--- src/rtl/mud_pkg.sv ---
`timescale 1ns/1ps
package mud_pkg;
  // Bits of separation between consecutive decision stages.
  localparam int STAGE_GAP = 2;
  // Decision history taps a cancellation stage reads: next, current, previous.
  localparam int DEC_TAPS = 3;

  // Linear index of a row-major square matrix entry.
  function automatic int flat_ent(input int row, input int col, input int n);
    return row * n + col;
  endfunction
endpackage

--- src/rtl/mud_delay.sv ---
`timescale 1ns/1ps
module mud_delay #(
  parameter int W = 8,
  parameter int D = 2
) (
  input  logic         clk,
  input  logic         rst,
  input  logic         en,
  input  logic [W-1:0] din,
  output logic [W-1:0] tail
);
  logic [D-1:0][W-1:0] line;

  always_ff @(posedge clk) begin
    if (rst) begin
      line <= '0;
    end else if (en) begin
      line[0] <= din;
      for (int i = 1; i < D; i++) line[i] <= line[i-1];
    end
  end

  assign tail = line[D-1];
endmodule

--- src/rtl/mud_hist.sv ---
`timescale 1ns/1ps
module mud_hist #(
  parameter int W = 4,
  parameter int D = 3
) (
  input  logic                clk,
  input  logic                rst,
  input  logic                en,
  input  logic [W-1:0]        din,
  input  logic                din_known,
  output logic [D-1:0][W-1:0] taps,
  output logic [D-1:0]        known
);
  always_ff @(posedge clk) begin
    if (rst) begin
      taps  <= '0;
      known <= '0;
    end else if (en) begin
      taps[0]  <= din;
      known[0] <= din_known;
      for (int i = 1; i < D; i++) begin
        taps[i]  <= taps[i-1];
        known[i] <= known[i-1];
      end
    end
  end

  genvar g;
  generate
    for (g = 0; g < D - 1; g++) begin : g_ord

      known_order_chk: assert property (@(posedge clk) disable iff (rst)
        known[g+1] |-> known[g]);
    end
  endgenerate
endmodule

--- src/rtl/mud_pic_stage.sv ---
`timescale 1ns/1ps
module mud_pic_stage #(
  parameter int K   = 4,
  parameter int Y_W = 12,
  parameter int E_W = 8
) (
  input  logic [K*Y_W-1:0]   y_vec,
  input  logic [K-1:0]       d_prev,
  input  logic [K-1:0]       d_cur,
  input  logic [K-1:0]       d_next,
  input  logic               k_prev,
  input  logic               k_cur,
  input  logic               k_next,
  input  logic [K*K*E_W-1:0] l_flat,
  input  logic [K*K*E_W-1:0] c_flat,
  output logic [K-1:0]       dec
);
  localparam int BASE_W = (Y_W > E_W + 1) ? Y_W : E_W + 1;
  localparam int ACC_W  = BASE_W + $clog2(3 * K) + 1;

  function automatic logic signed [ACC_W-1:0] ext_y(input logic [Y_W-1:0] v);
    return {{(ACC_W-Y_W){v[Y_W-1]}}, v};
  endfunction

  // Contribution of one matrix entry times a ±1 decision; zero if unused.
  function automatic logic signed [ACC_W-1:0] term(input logic [E_W-1:0] e,
                                                   input logic neg,
                                                   input logic use_it);
    logic signed [ACC_W-1:0] x;
    x = {{(ACC_W-E_W){e[E_W-1]}}, e};
    if (!use_it) return '0;
    return neg ? -x : x;
  endfunction

  logic signed [ACC_W-1:0] resid [K];

  always_comb begin
    for (int a = 0; a < K; a++) begin
      resid[a] = ext_y(y_vec[a*Y_W +: Y_W]);
      for (int b = 0; b < K; b++) begin
        resid[a] = resid[a]
          - term(l_flat[mud_pkg::flat_ent(a, b, K)*E_W +: E_W], d_prev[b], k_prev)
          - term(c_flat[mud_pkg::flat_ent(a, b, K)*E_W +: E_W], d_cur[b],
                 k_cur && (a != b))
          - term(l_flat[mud_pkg::flat_ent(b, a, K)*E_W +: E_W], d_next[b], k_next);
      end
    end
  end

  genvar g;
  generate
    for (g = 0; g < K; g++) begin : g_sign
      assign dec[g] = resid[g][ACC_W-1];
    end
  endgenerate
endmodule

--- src/rtl/mud_stream_detector.sv ---
`timescale 1ns/1ps
module mud_stream_detector #(
  parameter int K   = 4,
  parameter int Y_W = 12,
  parameter int E_W = 8
) (
  input  logic               clk,
  input  logic               rst,
  input  logic               valid_in,
  input  logic [K*Y_W-1:0]   y_in,
  input  logic [K*K*E_W-1:0] l_mat,
  input  logic [K*K*E_W-1:0] c_mat,
  output logic               valid_out,
  output logic [K-1:0]       dec_out
);
  localparam int GAP  = mud_pkg::STAGE_GAP;
  localparam int TAPS = mud_pkg::DEC_TAPS;
  localparam int YV_W = K * Y_W;

  logic                   advance;
  logic [K-1:0]           d1_new, d2_new, d3_new;
  logic [YV_W-1:0]        y_s2, y_s3;
  logic [TAPS-1:0][K-1:0] h1_d, h2_d;
  logic [TAPS-1:0]        h1_k, h2_k;
  logic                   out_fire;

  assign advance = valid_in;

  genvar g;
  generate
    for (g = 0; g < K; g++) begin : g_front
      assign d1_new[g] = y_in[g*Y_W + Y_W - 1];
    end
  endgenerate

  // Soft values travel alongside the stages.
  mud_delay #(.W(YV_W), .D(GAP)) u_ydly2 (
    .clk(clk), .rst(rst), .en(advance), .din(y_in), .tail(y_s2));
  mud_delay #(.W(YV_W), .D(GAP)) u_ydly3 (
    .clk(clk), .rst(rst), .en(advance), .din(y_s2), .tail(y_s3));

  mud_hist #(.W(K), .D(TAPS)) u_hist1 (
    .clk(clk), .rst(rst), .en(advance), .din(d1_new), .din_known(1'b1),
    .taps(h1_d), .known(h1_k));

  mud_pic_stage #(.K(K), .Y_W(Y_W), .E_W(E_W)) u_stage2 (
    .y_vec(y_s2), .d_prev(h1_d[2]), .d_cur(h1_d[1]), .d_next(h1_d[0]),
    .k_prev(h1_k[2]), .k_cur(h1_k[1]), .k_next(h1_k[0]),
    .l_flat(l_mat), .c_flat(c_mat), .dec(d2_new));

  mud_hist #(.W(K), .D(TAPS)) u_hist2 (
    .clk(clk), .rst(rst), .en(advance), .din(d2_new), .din_known(h1_k[1]),
    .taps(h2_d), .known(h2_k));

  mud_pic_stage #(.K(K), .Y_W(Y_W), .E_W(E_W)) u_stage3 (
    .y_vec(y_s3), .d_prev(h2_d[2]), .d_cur(h2_d[1]), .d_next(h2_d[0]),
    .k_prev(h2_k[2]), .k_cur(h2_k[1]), .k_next(h2_k[0]),
    .l_flat(l_mat), .c_flat(c_mat), .dec(d3_new));

  assign out_fire = advance && h2_k[1];

  always_ff @(posedge clk) begin
    if (rst) begin
      valid_out <= 1'b0;
      dec_out   <= '0;
    end else begin
      valid_out <= out_fire;
      if (out_fire) dec_out <= d3_new;
    end
  end


  reset_quiet_chk: assert property (@(posedge clk) rst |=> !valid_out);

  valid_src_chk: assert property (@(posedge clk) disable iff (rst)
    valid_out |-> $past(valid_in));

  dec_hold_chk: assert property (@(posedge clk) disable iff (rst)
    !valid_out |-> $stable(dec_out));

  idle_quiet_chk: assert property (@(posedge clk) disable iff (rst)
    !valid_in |=> !valid_out);
endmodule

--- config.mk ---
export PLATFORM = sky130hd
export DESIGN_NAME = mud_stream_detector
export DESIGN_NICKNAME = d
export VERILOG_FILES = /design/src/rtl/mud_pkg.sv /design/src/rtl/mud_delay.sv /design/src/rtl/mud_hist.sv /design/src/rtl/mud_pic_stage.sv /design/src/rtl/mud_stream_detector.sv
export SDC_FILE = /design/constraint.sdc
export NUM_CORES = 2
export LEC_CHECK = 0
export CORE_MARGIN = 2
export CORE_UTILIZATION = 50
export CTS_BUF_LIST = sky130_fd_sc_hd__clkbuf_8
export DETAILED_ROUTE_END_ITERATION = 10
export DONT_BUFFER_PORTS = 1
export MAX_ROUTING_LAYER = met4
export PLACE_DENSITY_LB_ADDON = 0.12
export SETUP_SLACK_MARGIN = 0.1
export SLEW_MARGIN = 20
export SYNTH_ARGS = -nofsm -noshare
export SYNTH_HDL_FRONTEND = slang
export SYNTH_SLANG_ARGS = --single-unit
--- constraint.sdc ---
create_clock -name clk -period 9.9 [get_ports clk]
set_input_delay 0.495 -clock clk [delete_from_list [all_inputs] [get_ports clk]]
set_output_delay 0.495 -clock clk [all_outputs]
set_load 0.02 [all_outputs]
# After elaboration in Yosys (flattened, before gate mapping)
# Index checks and enable logic that the tools add are counted.
# word_totals
reg_bits,227
input_bits,307
output_inout_bits,5
word_cells,307
# classes
add_sub_neg,116
muxes,176
n_reduce_logical,1
# ops
op,count
17-bit 2-to-1 mux,176
17-bit subtractor,80
8-bit negator with 17-bit output,28
12-bit by 17-bit subtractor with 17-bit output,8
1-bit logical AND,1

# Longest topological paths before layout
# depth
ltp_word,14
ltp_mapped,27
depth_no_buf,27

# Hierarchy
# Synthesis repeated with hierarchy kept, for this count alone.
# hier_totals
cells_unflattened,7720
hier_area_um2,65846.9
# modules_own_cells
mod,instances,cells_each,area_per_inst_um2,seq_area_each_um2
mud_pic_stage at u_stage2,1,3453,28531.1,0.0
mud_pic_stage at u_stage3,1,3433,28442.3,0.0
mud_delay,2,358,3789.9,1921.8
mud_hist,2,48,541.8,300.3
mud_stream_detector,1,22,210.2,100.1

# Worst setup path after synthesis
# Ideal clock, no wire load.
# synth_timing
path_kind,input to register
startpoint,input port l_mat[89]
endpoint,register dec_out[3]
setup_ns,0.068
arrival_time_ns,6.320
required_ns,9.832
path_slack_ns,3.513
cell_stages,25
n_path_buf,0
cell_sequence,inv_1 ha_1 or3b_1 or3_1 nor2_1 nand2_1 ha_1 a21oi_1 fa_1 fa_1 inv_1 fa_1 fa_1 inv_1 fa_1 inv_1 ha_1 a21oi_1 nor2_1 a211oi_1 o211ai_1 a211oi_1 xnor2_1 nand3_1 a21oi_2
# synth_via
elab_chain_cells,6
# synth_lines
element,line_no,rtl
from (decl),mud_stream_detector.sv:11,"input logic [K*K*E_W-1:0] l_mat,"
8-bit negator with 17-bit output,mud_pic_stage.sv:32,return neg ? -x : x;
17-bit 2-to-1 mux (*) (2 in a row),mud_pic_stage.sv:32,
17-bit subtractor (*),mud_pic_stage.sv:45,"- term(l_flat[mud_pkg::flat_ent(b, a, K)*E_W +: E_W], d_next[b], k_next);"
17-bit subtractor (*),mud_pic_stage.sv:42,"- term(l_flat[mud_pkg::flat_ent(a, b, K)*E_W +: E_W], d_prev[b], k_prev)"
17-bit subtractor (*),mud_pic_stage.sv:45,
to (signal assigned),mud_stream_detector.sv:68,if (out_fire) dec_out <= d3_new;
to (decl),mud_stream_detector.sv:14,output logic [K-1:0] dec_out
# Mark *: on every way between the ends. The rest lies on a longest branch, timed or not.
# A chain may end at the register's enable or synchronous reset.

# Worst setup path in the final report
# layout_timing
startpoint,register u_hist2.taps[11] (netlist name)
endpoint,register dec_out[1]
# layout_via
elab_chain_cells,5
# layout_lines
element,line_no,rtl
from (decl),mud_hist.sv:11,"output logic [D-1:0][W-1:0] taps,"
"from (signal, indexed assignment)",mud_hist.sv:22,taps[i] <= taps[i-1];
17-bit 2-to-1 mux (2 in a row),mud_pic_stage.sv:32,
17-bit subtractor,mud_pic_stage.sv:42,
17-bit subtractor,mud_pic_stage.sv:43,"- term(c_flat[mud_pkg::flat_ent(a, b, K)*E_W +: E_W], d_cur[b],"
17-bit subtractor,mud_pic_stage.sv:45,
# No other way between the ends.

==> reports/results.ini <==
[status]
status=finished clean

[floorplan]
dieArea_mm2=0.127
core_mm2=0.123
initial_utilization_pct=50.2
ios=312
dieHeight_um=356
fp-row-count=129
dieWidth_um=356

[timing]
fmax_mhz=132
max_slew_margin_pct=18.0
period_needed_ns=7.57
final.setup_skew_ns=0.0804
finalSetupViolations=0
rsz0062_at_grt=false
worstMarginPinSlew_ns=1.22
period_share_pct=76.5
setup_tns_ns=0
worst_slack_ns=2.33
slew_violations=0
hold_viol=0

[clocking]
post_cts_buffers=0
worstSkewPairLatency_ns=0.78
clockBufferDepth=3
cts_tree=built
numCtsBuffers=47
htreeDepth=2
clkTransAtPathRegs_ns=0.07
cts-root-buf=clkbuf_8
cts.sinks=214

[min_path]
hold_path.class=input port to flop

[placement]
preCtsSetupSlack_ns=2.06
hpwl_um=183000
portBuffers=0
place_congestion=1.00

[synthesis]
async_flop_share_pct=0
ys_types=67
yosysTopAreaCellShare_pct=39.6
syn-num-nets=9078
synth_area_leaders=fa_1 40%, nand2_1 7.4%, xnor2_1 7.1%
synthesis.area_mm2=0.0618
synth-seq-cells=214
synth_area_leader_cell=fa_1
synth_area_per_cell_um2=8.50
yosysSeqAreaShare_pct=6.93
synth_edf_count=0
yosysWarnings=0
synth_cells=7279
ys.flop_type=dfxtp_1

[global_route]
met3_usage_pct=8.57
gr-total-overflow=0
met1_usage_pct=50.2
grt_util_all_layers_pct=37.5
antenna_found_initial=5
grt_first_pass_wirelength_um=331000
grt_busiest_layer=met2
use_met2_pct=55.3
grt_max_degree=215
grt_pass1_vias=48637

[worst_setup_path]
crit_top_cell=fa_1
crit_path_max_incr_delay_ns=0.79
cp.required_ns=10.46
cp_slowest_cell=dfxtp_2
path_max_fanout=22
cp_cell_sequence=inv_1 > or3_1 > a21boi_0 > fa_1 > fa_1 > inv_1 > fa_1 > fa_1 > fa_1 > ha_1 > o21ai_0 > o21bai_1 > a211oi_1 > o21ai_0 > a21oi_1 > o21ai_0 > xnor2_1 > a311oi_1
cp-start-kind=flop
cp.arrival_ns=8.13
crit_type=flop to flop
cp-end-kind=flop

[final_layout]
drive_gt1_share_pct=3.23
fillers=11891
syn2layout_area_growth_pct=4.05
layout.nets=8793

[flow_run]
maxCapViolations=0

[pwr]
p_leak_nw=26.0
ir_drop_uv=96.4
powerDensity_mw_per_mm2=108

[drt]
vias=48461
drtAntennaViolNets=0
wl_um=227000
firstDrtPassIters=7
post-route-drc-count=0
vias_per_cell=5.59
drt-wirelength-per-cell_um=26.2
drt-initial-drc-count=4833

==> power by group <==
part | internal [mW] | switching [mW] | total, mW
clock network | 0.659 | 0.548 | 1.21
registers | 0.896 | 0.119 | 1.01
logic | 1.93 | 2.77 | 4.70
==> kinds of logic (layout without fill, tap and decap cells) <==
| kind of cell | count (synthesis) | count (layout) | share of synthesized area (%) |
|---|---|---|---|
| flip-flops | 214 | 214 | 6.93 |
| multiplexers | 294 | 294 | 4.78 |
| AO/OA/AOI/OAI | 833 | 833 | 8.06 |
| buffers and inverters | 1479 | 1228 | 9.13 |
| other | 0 | 4 | 0 |
| AND/OR/NAND/NOR | 2364 | 2364 | 17.1 |
| adder cells (fa/ha/maj) | 1492 | 1492 | 45.0 |
| XOR/XNOR | 603 | 603 | 9.01 |
==> metrics by stage <==
stage / instances / hold WS (ns) / total power [mW] / utilization, % / area [um^2]
after floorplan: 7279 / 0.460 / 4.26 / - / 61800
after global placement: 8528 / 0.470 / 5.51 / 50.9 / 62700
after detailed placement: 8528 / 0.481 / 5.59 / 50.9 / 62700
after CTS: 8664 / 0.0122 / 6.91 / 52.2 / 64300
after global routing: 8667 / 0.0602 / 7.54 / 52.2 / 64300
final: 8669 / 0.116 / 6.92 / 52.3 / 64400
==> Yosys cell counts, types with 12 or more instances <==
cell      number
or2_2         16
buf_2         47
xnor2_1      502
a21o_1       215
nand2_1     1219
fa_1        1224
ha_1         268
nor3_1        33
buf_1         59
nor2_1       535
o21ai_1       29
o21ai_0      345
inv_1       1032
or3_4         17
mux2i_1      293
o21a_1        16
nor2b_1      102
and2_1       209
xor2_1        80
clkbuf_1     330
a21oi_1      152
a211oi_1      23
and2_0        12
nand2b_1      95
dfxtp_1      214
or3_1         74
xnor3_1       21
==> sequential cells by signal, summed over array words and instances, names as in the netlist <==
signal and count:
u_ydly2.line 48, u_ydly2.tail 48, u_ydly3.line 48, u_ydly3.tail 48, u_hist2.taps 12, dec_out 4
u_hist2.known 3, u_hist1.known 2, valid_out 1
==> area by class of cell <==
cell class / count / area (um^2) / share of cell area [%]
Antenna cell: 4 / 10.0 / 0.0156
Sequential cell: 214 / 4330 / 6.73
Multi-Input combinational cell: 5586 / 51900 / 80.7
Inverter: 1037 / 3890 / 6.05
Clock inverter: 32 / 344 / 0.535
Tap cell: 1637 / 2050 / 3.18
Timing Repair Buffer: 108 / 1090 / 1.69
Clock buffer: 51 / 702 / 1.09
==> repair_timing <==
action,4_1_cts,5_1_grt
hold buffers,53,0
resized for setup,0,0
endpoints found under the hold margin,214,0
==> critical path: cells and delay by family, from the launching register on <==
family / cells / cell delay [ns]
adder cells (fa/ha/maj): 6 / 2.80
AO/OA/AOI/OAI: 8 / 2.45
flip-flops: 1 / 0.79
buffers and inverters: 2 / 0.53
AND/OR/NAND/NOR: 1 / 0.46
XOR/XNOR: 1 / 0.32
==> layout by cell type (no fill, tap or decap), types with 6 or more instances in the layout <==
master and instances:
bufinv_16 7, nand2b_1 95, and2_4 10, and2_0 12, a21boi_0 6, buf_4 47, o21ai_1 29, fa_1 1224
nand4_1 8, nor3_1 30, a211oi_1 22, xor2_1 80, xnor2_1 502, o2111ai_1 6, nand3_1 8, or3_1 74
mux2i_1 293, clkbuf_8 51, o211ai_1 6, ha_1 268, dfxtp_2 24, or3_4 17, o21ai_0 345, o21bai_1 6
o21a_1 16, nand2_1 1219, inv_1 1043, dfxtp_1 185, dlygate4sd3_1 51, a21o_1 215, xnor3_1 21, buf_12 7
or2_2 16, and2_1 209, nor2_1 535, a21oi_1 152, nor2b_1 102
==> per-layer routing <==
layer,up-vias,wire length [um]
met3,371,22500
met2,2127,101000
li1,21607,-
met4,0,10600
met1,24356,93400
met5,-,0
==> worst paths after layout <==
path / from / end / slack (ns) / cells after the start
worst max register to register: u_hist2.taps[11] / dec_out[1] / 2.33 / 18
worst max-delay path: u_hist2.taps[11] / dec_out[1] / 2.33 / 18
worst min-delay path: valid_in / u_hist2.known[2] / 0.12 / 2
worst min register to register: u_ydly2.line[30] / u_ydly2.tail[30] / 0.46 / 2
No activity file was read; power rests on OpenSTA's default activity.
